[config.mk]
export PLATFORM = sky130hd
export DESIGN_NAME = blk_byte_packer
export DESIGN_NICKNAME = d
export VERILOG_FILES = /design/src/rtl/bbp_pkg.sv /design/src/rtl/bbp_word_fifo.sv /design/src/rtl/bbp_xfer_count.sv /design/src/rtl/blk_byte_packer.sv
export SDC_FILE = /design/constraint.sdc
export NUM_CORES = 1
export LEC_CHECK = 0
export CORE_ASPECT_RATIO = 0.75
export CORE_MARGIN = 5
export CORE_UTILIZATION = 45
export CTS_CLUSTER_SIZE = 30
export DETAILED_ROUTE_END_ITERATION = 8
export DONT_BUFFER_PORTS = 1
export GPL_TIMING_DRIVEN = 0
export HOLD_SLACK_MARGIN = 0.05
export PLACE_DENSITY_LB_ADDON = 0.12
export SETUP_SLACK_MARGIN = 0.3
export SYNTH_ARGS = -nofsm -noshare
export SYNTH_HDL_FRONTEND = slang
export SYNTH_HIERARCHICAL = 1
export SYNTH_SLANG_ARGS = --single-unit
[constraint.sdc]
create_clock -name clk_i -period 5.3 [get_ports clk_i]
set_input_delay 1.06 -clock clk_i [delete_from_list [all_inputs] [get_ports clk_i]]
set_output_delay 1.06 -clock clk_i [all_outputs]
set_load 0.1 [all_outputs]
[src/rtl/bbp_pkg.sv]
package bbp_pkg;
    localparam int unsigned BYTE_W = 8;
    localparam int unsigned WORD_W = 2 * BYTE_W;

    typedef logic [BYTE_W-1:0] byte_t;
    typedef logic [WORD_W-1:0] word_t;

    typedef struct packed {
        logic  active;
        logic  rx_dir;
        logic  half;
        byte_t low;
        logic  done;
    } ctl_t;
endpackage

[src/rtl/bbp_word_fifo.sv]
module bbp_word_fifo
    import bbp_pkg::*;
#(
    parameter int unsigned DEPTH = 32,
    localparam int unsigned AW = $clog2(DEPTH),
    localparam int unsigned LW = AW + 1
) (
    input  logic          clk_i,
    input  logic          rst_ni,
    input  logic          clr_i,
    input  logic          push_i,
    input  word_t         wdata_i,
    input  logic          pop_i,
    output word_t         rdata_o,
    output logic [LW-1:0] level_o
);
    typedef struct packed {
        logic [AW-1:0] rd;
        logic [AW-1:0] wr;
        logic [LW-1:0] lvl;
    } fst_t;

    fst_t  st_d, st_q;
    word_t mem [DEPTH];

    function automatic logic [AW-1:0] nxt(input logic [AW-1:0] p);
        return (p == AW'(DEPTH - 1)) ? '0 : p + AW'(1);
    endfunction

    always_comb begin
        st_d = st_q;
        if (clr_i) begin
            st_d = '0;
        end else begin
            if (push_i) st_d.wr = nxt(st_q.wr);
            if (pop_i)  st_d.rd = nxt(st_q.rd);
            st_d.lvl = st_q.lvl + LW'(push_i) - LW'(pop_i);
        end
    end

    always_ff @(posedge clk_i or negedge rst_ni) begin
        if (!rst_ni) st_q <= '0;
        else         st_q <= st_d;
    end

    always_ff @(posedge clk_i) begin
        if (push_i && !clr_i) mem[st_q.wr] <= wdata_i;
    end

    assign rdata_o = mem[st_q.rd];
    assign level_o = st_q.lvl;
endmodule

[src/rtl/bbp_xfer_count.sv]
module bbp_xfer_count #(
    parameter int unsigned LEN_W = 11,
    localparam int unsigned CW = LEN_W + 1
) (
    input  logic             clk_i,
    input  logic             rst_ni,
    input  logic             cfg_wr_i,
    input  logic             cfg_sel_i,
    input  logic [LEN_W-1:0] cfg_val_i,
    input  logic             step_i,
    output logic [CW-1:0]    bytes_left_o,
    output logic [CW-1:0]    blocks_left_o,
    output logic             last_byte_o,
    output logic             last_xfer_o
);
    typedef struct packed {
        logic [CW-1:0] len;
        logic [CW-1:0] cnt;
        logic [CW-1:0] bytes;
        logic [CW-1:0] blocks;
    } cst_t;

    cst_t          st_d, st_q;
    logic [CW-1:0] wval;

    assign wval        = CW'(cfg_val_i) + CW'(1);
    assign last_byte_o = (st_q.bytes == CW'(1));
    assign last_xfer_o = last_byte_o && (st_q.blocks == CW'(1));

    always_comb begin
        st_d = st_q;
        if (step_i) begin
            if (last_byte_o) begin
                st_d.bytes  = st_q.len;
                st_d.blocks = (st_q.blocks == CW'(1)) ? st_q.cnt : st_q.blocks - CW'(1);
            end else begin
                st_d.bytes = st_q.bytes - CW'(1);
            end
        end
        if (cfg_wr_i) begin
            if (!cfg_sel_i) begin
                st_d.len   = wval;
                st_d.bytes = wval;
            end else begin
                st_d.cnt    = wval;
                st_d.blocks = wval;
                st_d.bytes  = st_q.len;
            end
        end
    end

    always_ff @(posedge clk_i or negedge rst_ni) begin
        if (!rst_ni) st_q <= '{len: CW'(1), cnt: CW'(1), bytes: CW'(1), blocks: CW'(1)};
        else         st_q <= st_d;
    end

    assign bytes_left_o  = st_q.bytes;
    assign blocks_left_o = st_q.blocks;
endmodule

[src/rtl/blk_byte_packer.sv]
module blk_byte_packer
    import bbp_pkg::*;
#(
    parameter int unsigned DEPTH = 32,
    parameter int unsigned LEN_W = 11,
    localparam int unsigned AW = $clog2(DEPTH),
    localparam int unsigned LW = AW + 1,
    localparam int unsigned CW = LEN_W + 1
) (
    input  logic             clk_i,
    input  logic             rst_ni,
    input  logic             cfg_wr_i,
    input  logic             cfg_sel_i,
    input  logic [LEN_W-1:0] cfg_val_i,
    input  logic             start_i,
    input  logic             start_rx_i,
    input  logic [AW-1:0]    af_level_i,
    input  logic             host_wr_i,
    input  logic [15:0]      host_wdata_i,
    input  logic             host_rd_i,
    output logic [15:0]      host_rdata_o,
    output logic [LW-1:0]    level_o,
    input  logic             rx_valid_i,
    input  logic [7:0]       rx_data_i,
    output logic             rx_ready_o,
    output logic             tx_valid_o,
    output logic [7:0]       tx_data_o,
    input  logic             tx_ready_i,
    output logic             busy_o,
    output logic             done_o,
    input  logic             done_clr_i,
    output logic [CW-1:0]    bytes_left_o,
    output logic [CW-1:0]    blocks_left_o
);
    ctl_t          ctl_d, ctl_q;
    word_t         head, eng_word;
    logic [LW-1:0] level;
    logic          eng_push, eng_pop, host_push, host_pop;
    logic          rx_acc, tx_acc, last_byte, last_xfer;

    assign rx_ready_o = ctl_q.active && ctl_q.rx_dir && !start_i &&
                        (level <= {1'b0, af_level_i}) && (level < LW'(DEPTH));
    assign tx_valid_o = ctl_q.active && !ctl_q.rx_dir && !start_i && (level != '0);
    assign tx_data_o  = ctl_q.half ? head[WORD_W-1:BYTE_W] : head[BYTE_W-1:0];
    assign rx_acc     = rx_valid_i && rx_ready_o;
    assign tx_acc     = tx_valid_o && tx_ready_i;

    assign host_push  = host_wr_i && (level < LW'(DEPTH)) && !(ctl_q.active && ctl_q.rx_dir);
    assign host_pop   = host_rd_i && (level != '0) && !(ctl_q.active && !ctl_q.rx_dir);

    always_comb begin
        ctl_d    = ctl_q;
        eng_push = 1'b0;
        eng_pop  = 1'b0;
        eng_word = '0;
        if (rx_acc) begin
            if (!ctl_q.half) begin
                if (last_byte) begin
                    eng_push = 1'b1;
                    eng_word = {{BYTE_W{1'b0}}, rx_data_i};
                end else begin
                    ctl_d.low  = rx_data_i;
                    ctl_d.half = 1'b1;
                end
            end else begin
                eng_push   = 1'b1;
                eng_word   = {rx_data_i, ctl_q.low};
                ctl_d.half = 1'b0;
            end
        end
        if (tx_acc) begin
            if (!ctl_q.half && !last_byte) begin
                ctl_d.half = 1'b1;
            end else begin
                eng_pop    = 1'b1;
                ctl_d.half = 1'b0;
            end
        end
        if (done_clr_i) ctl_d.done = 1'b0;
        if ((rx_acc || tx_acc) && last_xfer) begin
            ctl_d.active = 1'b0;
            ctl_d.done   = 1'b1;
        end
        if (start_i) begin
            ctl_d.active = 1'b1;
            ctl_d.rx_dir = start_rx_i;
            ctl_d.half   = 1'b0;
        end
    end

    always_ff @(posedge clk_i or negedge rst_ni) begin
        if (!rst_ni) ctl_q <= '0;
        else         ctl_q <= ctl_d;
    end

    bbp_word_fifo #(.DEPTH(DEPTH)) u_fifo (
        .clk_i   (clk_i),
        .rst_ni  (rst_ni),
        .clr_i   (start_i),
        .push_i  (eng_push || host_push),
        .wdata_i (eng_push ? eng_word : host_wdata_i),
        .pop_i   (eng_pop || host_pop),
        .rdata_o (head),
        .level_o (level)
    );

    bbp_xfer_count #(.LEN_W(LEN_W)) u_count (
        .clk_i         (clk_i),
        .rst_ni        (rst_ni),
        .cfg_wr_i      (cfg_wr_i),
        .cfg_sel_i     (cfg_sel_i),
        .cfg_val_i     (cfg_val_i),
        .step_i        (rx_acc || tx_acc),
        .bytes_left_o  (bytes_left_o),
        .blocks_left_o (blocks_left_o),
        .last_byte_o   (last_byte),
        .last_xfer_o   (last_xfer)
    );

    assign host_rdata_o = head;
    assign level_o      = level;
    assign busy_o       = ctl_q.active;
    assign done_o       = ctl_q.done;
endmodule

### Word-level counts from Yosys, hierarchy flattened

Memories as Yosys holds them, arrays and structs flattened.
Index checks and enable logic that the tools add are counted.

| storage, ports and cells | value |
|---|---|
| RAM bits | 512 |
| register bits after elaboration | 76 |
| word-level logic and storage cells | 97 |
| memories kept | 1 |
| output and inout bits | 58 |
| bits of input ports | 51 |

Memory list:

| memory | words | width | rd ports | clocked after Yosys merged registers in | wr ports | RTL line | text |
|---|---|---|---|---|---|---|---|
| u_fifo.mem | 32 | 16 | 1 | 0 | 1 | bbp_word_fifo.sv:24 | `word_t mem [DEPTH];` |

| cells by class | value |
|---|---|
| reductions and logical operators | 35 |
| bitwise logic cells | 2 |
| equal/unequal tests | 4 |
| order comparisons | 2 |
| add/sub/neg operators | 7 |
| muxes and demuxes | 34 |

Operators by type and width:

| cell | number |
|---|---|
| 2-to-1 mux 16 bit | 4 |
| 2-to-1 mux 12 bit | 5 |
| 2-to-1 mux 24 bit | 2 |
| equality test 12 x 1 -> 1 bit, second input constant | 2 |
| 2-to-1 mux 8 bit | 3 |
| subtractor 12 x 1 -> 12 bit, second input constant | 2 |
| 2-to-1 mux 5 bit | 4 |
| 2-to-1 mux 9 bit | 2 |
| logical AND 1 bit | 17 |
| 2-to-1 mux 1 bit | 13 |
| adder 11 x 1 -> 12 bit, second input constant | 1 |
| adder 5 x 1 -> 5 bit, second input constant | 2 |
| equality test 5 bit, second input constant | 2 |
| nonzero test 2 bit | 5 |
| adder 6 x 1 -> 6 bit | 1 |
| less-or-equal comparator 6 x 5 -> 1 bit | 1 |
| logical NOT 1 bit | 6 |
| less-than comparator 6 bit, second input constant | 1 |
| nonzero test 6 bit | 1 |
| subtractor 6 x 1 -> 6 bit | 1 |
| logical OR 1 bit | 3 |
| 2-to-1 mux 3 bit | 1 |
| AND reduction 3 bit | 1 |
| nonzero test 3 bit | 1 |
| 2 further kinds | 3 |

### Longest topological paths before layout

| logic depth | value |
|---|---|
| depth in word-level cells | 10 |
| gate-level depth with buffers | 19 |
| mapped depth without buffers | 18 |

### By module

The synthesis kept the hierarchy.

By module, submodules not included:

| module | cells an instance | sequential area each (um^2) | area an instance (um^2) | times used |
|---|---|---|---|---|
| bbp_word_fifo | 1074 | 15775.1 | 20691.1 | 1 |
| bbp_xfer_count | 355 | 1206.2 | 3088.0 | 1 |
| blk_byte_packer | 132 | 300.3 | 1211.2 | 1 |

### Worst setup path before layout

OpenSTA, ideal clock, no wires.

| timing path | value |
|---|---|
| path type | register to register |
| start point | register ctl_q, in the netlist busy_o |
| end point | register u_fifo.st_q, in the netlist u_fifo/level_o[4] |
| path buffers | 0 |
| clock period less this slack | 5838 ps |
| arrival time | 5703 ps |
| data required time | 5165 ps |
| setup time | 135 ps |
| stages on the path, launching flop included | 14 |
| setup slack | -538 ps |
| cells stage by stage | dfrtp_1 > nand2b_1 > a311oi_1 > nand2_1 > o21ai_0 > ha_1 > inv_1 > ha_1 > inv_1 > fa_1 > nor2b_1 > o21ai_0 > a21boi_0 > nor3_1 |

RTL lines:

| what | RTL line | text |
|---|---|---|
| from (decl) | blk_byte_packer.sv:35 | `ctl_t ctl_d, ctl_q;` |
| from (signal assigned) | blk_byte_packer.sv:93 | `else ctl_q <= ctl_d;` |
| to (signal assigned) | bbp_word_fifo.sv:43 | `else st_q <= st_d;` |
| to (decl) | bbp_word_fifo.sv:23 | `fst_t st_d, st_q;` |

### Worst setup path after layout

| timing path | value |
|---|---|
| start point | register u_fifo/st_q[12] in the netlist's numbering |
| end point | output tx_data_o[2] |

| on the way | value |
|---|---|
| word-level cells in the longest chain between the ends | 2 |

RTL lines:

| what | RTL line | text |
|---|---|---|
| memory read (32 x 16 bit) | -- |  |
| net host_rdata_o[2] | blk_byte_packer.sv:21 | `output logic [15:0] host_rdata_o,` |
| 2-to-1 mux 8 bit | blk_byte_packer.sv:44 | `assign tx_data_o = ctl_q.half ? head[WORD_W-1:BYTE_W] : head[BYTE_W-1:0];` |
| to (decl) | blk_byte_packer.sv:27 | `output logic [7:0] tx_data_o,` |

The timed path passes the listed nets, and every way through them passes these cells.

==> impl_metrics.toml <==
[yosys]
synthMostInstantiatedCell = "sky130_fd_sc_hd__edfxtp_1"
synthesis.instances = 1561
syn-mean-instance-area_um2 = 16.0
netlist_area_um2 = 25000
synth.cells.most_frequent = "sky130_fd_sc_hd__edfxtp_1, sky130_fd_sc_hd__mux2i_1, sky130_fd_sc_hd__a22oi_1"
syn_nets = 1636
multiplexer_fraction_of_the_synthesized_cell_area_pct = 12.2
async_flop_share_pct = 12.9
ys_dominant_reg_cell = "sky130_fd_sc_hd__edfxtp_1"
synth-compound-area-share_pct = 7.15
synth_fa_ha_area_share_pct = 1.23
yosys_warnings = 6
synthSimpleGateAreaFrac_pct = 6.72
yosys.area_share.xor_xnor_pct = 0.491
combinational_family_with_the_most_area_after_synthesis = "multiplexers"
synth_enable_flop_cells = 512
yosys_register_bits = 588
synth_sequential_area_ratio_pct = 69.2
synth.largest_area_cell = "sky130_fd_sc_hd__edfxtp_1"
post_synth_main_area_contributors = "sky130_fd_sc_hd__edfxtp_1, sky130_fd_sc_hd__dfrtp_1, sky130_fd_sc_hd__mux4_2"
synth_top_cell_area_share_pct = 61.5
synth_cell_types = 75

[setup_path]
worst_path_largest_cell_delay_ns = 1.12
setup.worst_path.end_class = "output port"
crit_fanout = 10
reg2reg_setup_slack_ns = 0.73
cpMaxStageDelayCell = "sky130_fd_sc_hd__nand4_1"
critical_path_required_ns = 4.24
cp_num_buf_inv = 3
critPathKind = "register to output port"
cp_top_family = "simple AND/OR/NAND/NOR gates"
cp_cell_sequence = "buf_2, buf_8, buf_6, mux2i_1, a22oi_2, nand3_2, nand4_1, mux2_4"
critPathArrivalTime_ns = 4.24
worst_setup_path_start_kind = "register"

[cts]
cts_tree = "built"
clock_tree.buffer_depth = 3
hold_buffers = 0
htreeDepth = 2
root_buffer = "sky130_fd_sc_hd__clkbuf_16"
cts.reportedPaths.clkPinSlew_ns = 0.07
cts_num_sinks = 588
cts_inserted_buffers = 57
clk-insertion-delay-late_ns = 0.63

[sta]
min_period_ns = 5.30
relSlewSlack_pct = 3.33
finalClockSkew_ns = 0.0345
rsz0062_at_grt = "true"
fmaxAchievable_mhz = 189
finalCritPeriodShare_pct = 99.9
count_of_pins_over_their_slew_limit = 0
finalHoldWorstSlack_ns = 0.140
setup_viol = 0
report.final.hold_viol_count = 0
worst_max_slew_pin_slew_ns = 1.45

[routing]
final_antenna_net_count = 0
wl_met3_mm = 5.12
top_layer = "met4"
remaining_drc_errors = 0
vias = 14800
met2WireLength_mm = 30.0
initialDrtViolationCount = 1662
wl_per_cell_um = 27.7
drt_pass1_iterations = 6
viasPerCell = 6.04
routed_wirelength_mm = 67.7
wl_met1_mm = 31.1

[cells_and_area]
syn_to_final_growth_pct = 17.7
post_route_cells_drive_above_1_share_pct = 25.4
final_net_count = 1754
antenna_cells_inserted = 0

[min_path]
hp-class = "input port to async pin"

[run]
max_cap_viol_count = 0

[floorplanning]
fp.dieArea_um2 = 60400
die_x_um = 282
boundaryPins = 109
initial_utilization_pct = 45.7
core_area_um2 = 54700
placement_rows = 74
die_h_um = 214

[place]
buffer_ports.inserted = 0
hpwl_mm = 45.5
gp_congestion = 0.889

[grt]
grt_first_pass_wirelength_mm = 99.1
overflow = 0
grt_start_max_net_pins = 77
gr-usage-all-layers_pct = 22.1
grt_pass1_vias = 14400
grt_antenna_before_repair = 4

[outcome]
run_status = "finished, final reports clean"

[power]
powerDensity_nw_per_um2 = 423
vdd_drop_max_uv = 312
power.leakage_nw = 9.66
total_power_w = 0.0124
-- final timing paths --
check | startpoint | to | depth (start not counted)
worst max-delay path | u_fifo/st_q[12] | tx_data_o[2] | 8
worst min-delay path | rst_ni | u_count/blocks_left_o[9] | 0
worst max register to register | u_count/bytes_left_o[0] | u_fifo/level_o[4] | 19
worst min register to register | u_count/st_q[42] | u_count/st_q[42] | 1
max in group asynchronous | rst_ni | u_count/bytes_left_o[0] | 0
min in group clk_i | u_count/st_q[42] | u_count/st_q[42] | 1
-- kinds of logic after synthesis --
| group | after synthesis |
|---|---|
| DFF | 588 |
| buffers and inverters | 148 |
| muxes | 221 |
| xor gates and xnor gates | 14 |
| adders and majority gates | 24 |
| AOI/OAI and AO/OA | 249 |
| and+or+nand+nor | 317 |
-- placed cells by master (no fill, tap or decap), types with 32 or more instances in the layout --
cell type                   instances
sky130_fd_sc_hd__mux4_2            64
sky130_fd_sc_hd__nand3_1           33
sky130_fd_sc_hd__mux2i_1          134
sky130_fd_sc_hd__clkbuf_16         57
sky130_fd_sc_hd__o21ai_0           36
sky130_fd_sc_hd__clkbuf_1          39
sky130_fd_sc_hd__nor2_1            64
sky130_fd_sc_hd__edfxtp_1         512
sky130_fd_sc_hd__a21oi_1           32
sky130_fd_sc_hd__dfrtp_1           72
sky130_fd_sc_hd__a22oi_1           72
sky130_fd_sc_hd__buf_4             52
sky130_fd_sc_hd__nand2_1           44
-- through the flow --
stage	util [%]	area, um2	setup WS (ns)	setup TNS (ns)	cells
5_1_grt	53.7	29400	-0.0540	-0.250	2448
6_report	53.7	29400	0.00416	0	2448
3_5_place_dp	48.5	26500	-0.117	-0.117	2315
3_3_place_gp	47.3	25900	-0.422	-96.67	2283
2_1_floorplan	-	25000	0.513	0	1561
4_1_cts	53.1	29100	-0.0408	-0.129	2437
-- power breakdown --
part | switching [W] | internal (W) | leakage (nW)
combinational | 0.00210 | 0.000904 | 3.20
sequential | 0.000120 | 0.00529 | 5.55
clock | 0.00175 | 0.00228 | 0.908
total | 0.00397 | 0.00847 | 9.66
-- metal layers --
metal	up-vias	track usage (%)
met3	101	4.28
met4	0	4.86
li1	6407	-
met2	580	32.5
met1	7702	34.5
met5	-	0
-- cell type report --
type,count,area (um2)
inverter,31,116
fill,4430,25300
timing repair buffer,59,906
multi-input combinational,825,7460
tap,722,903
clock buffer,70,1480
buffer,117,898
clock inverter,36,372
sequential,588,17300
-- state kept, by name (all words and copies together) (netlist names) --
| signal | count |
|---|---|
| ctl_q | 10 |
| u_count/bytes_left_o | 12 |
| u_count/blocks_left_o | 12 |
| u_fifo/mem | 512 |
| u_count/st_q | 24 |
| done_o | 1 |
| u_fifo/level_o | 6 |
| busy_o | 1 |
| u_fifo/st_q | 10 |
-- timing repair --
action,in CTS,in global routing
setup endpoints to repair,45,515
setup buffers,12,8
resized for setup,127,55
cloned,4,0
pin swaps,24,15
No activity file was read; power rests on OpenSTA's default activity.
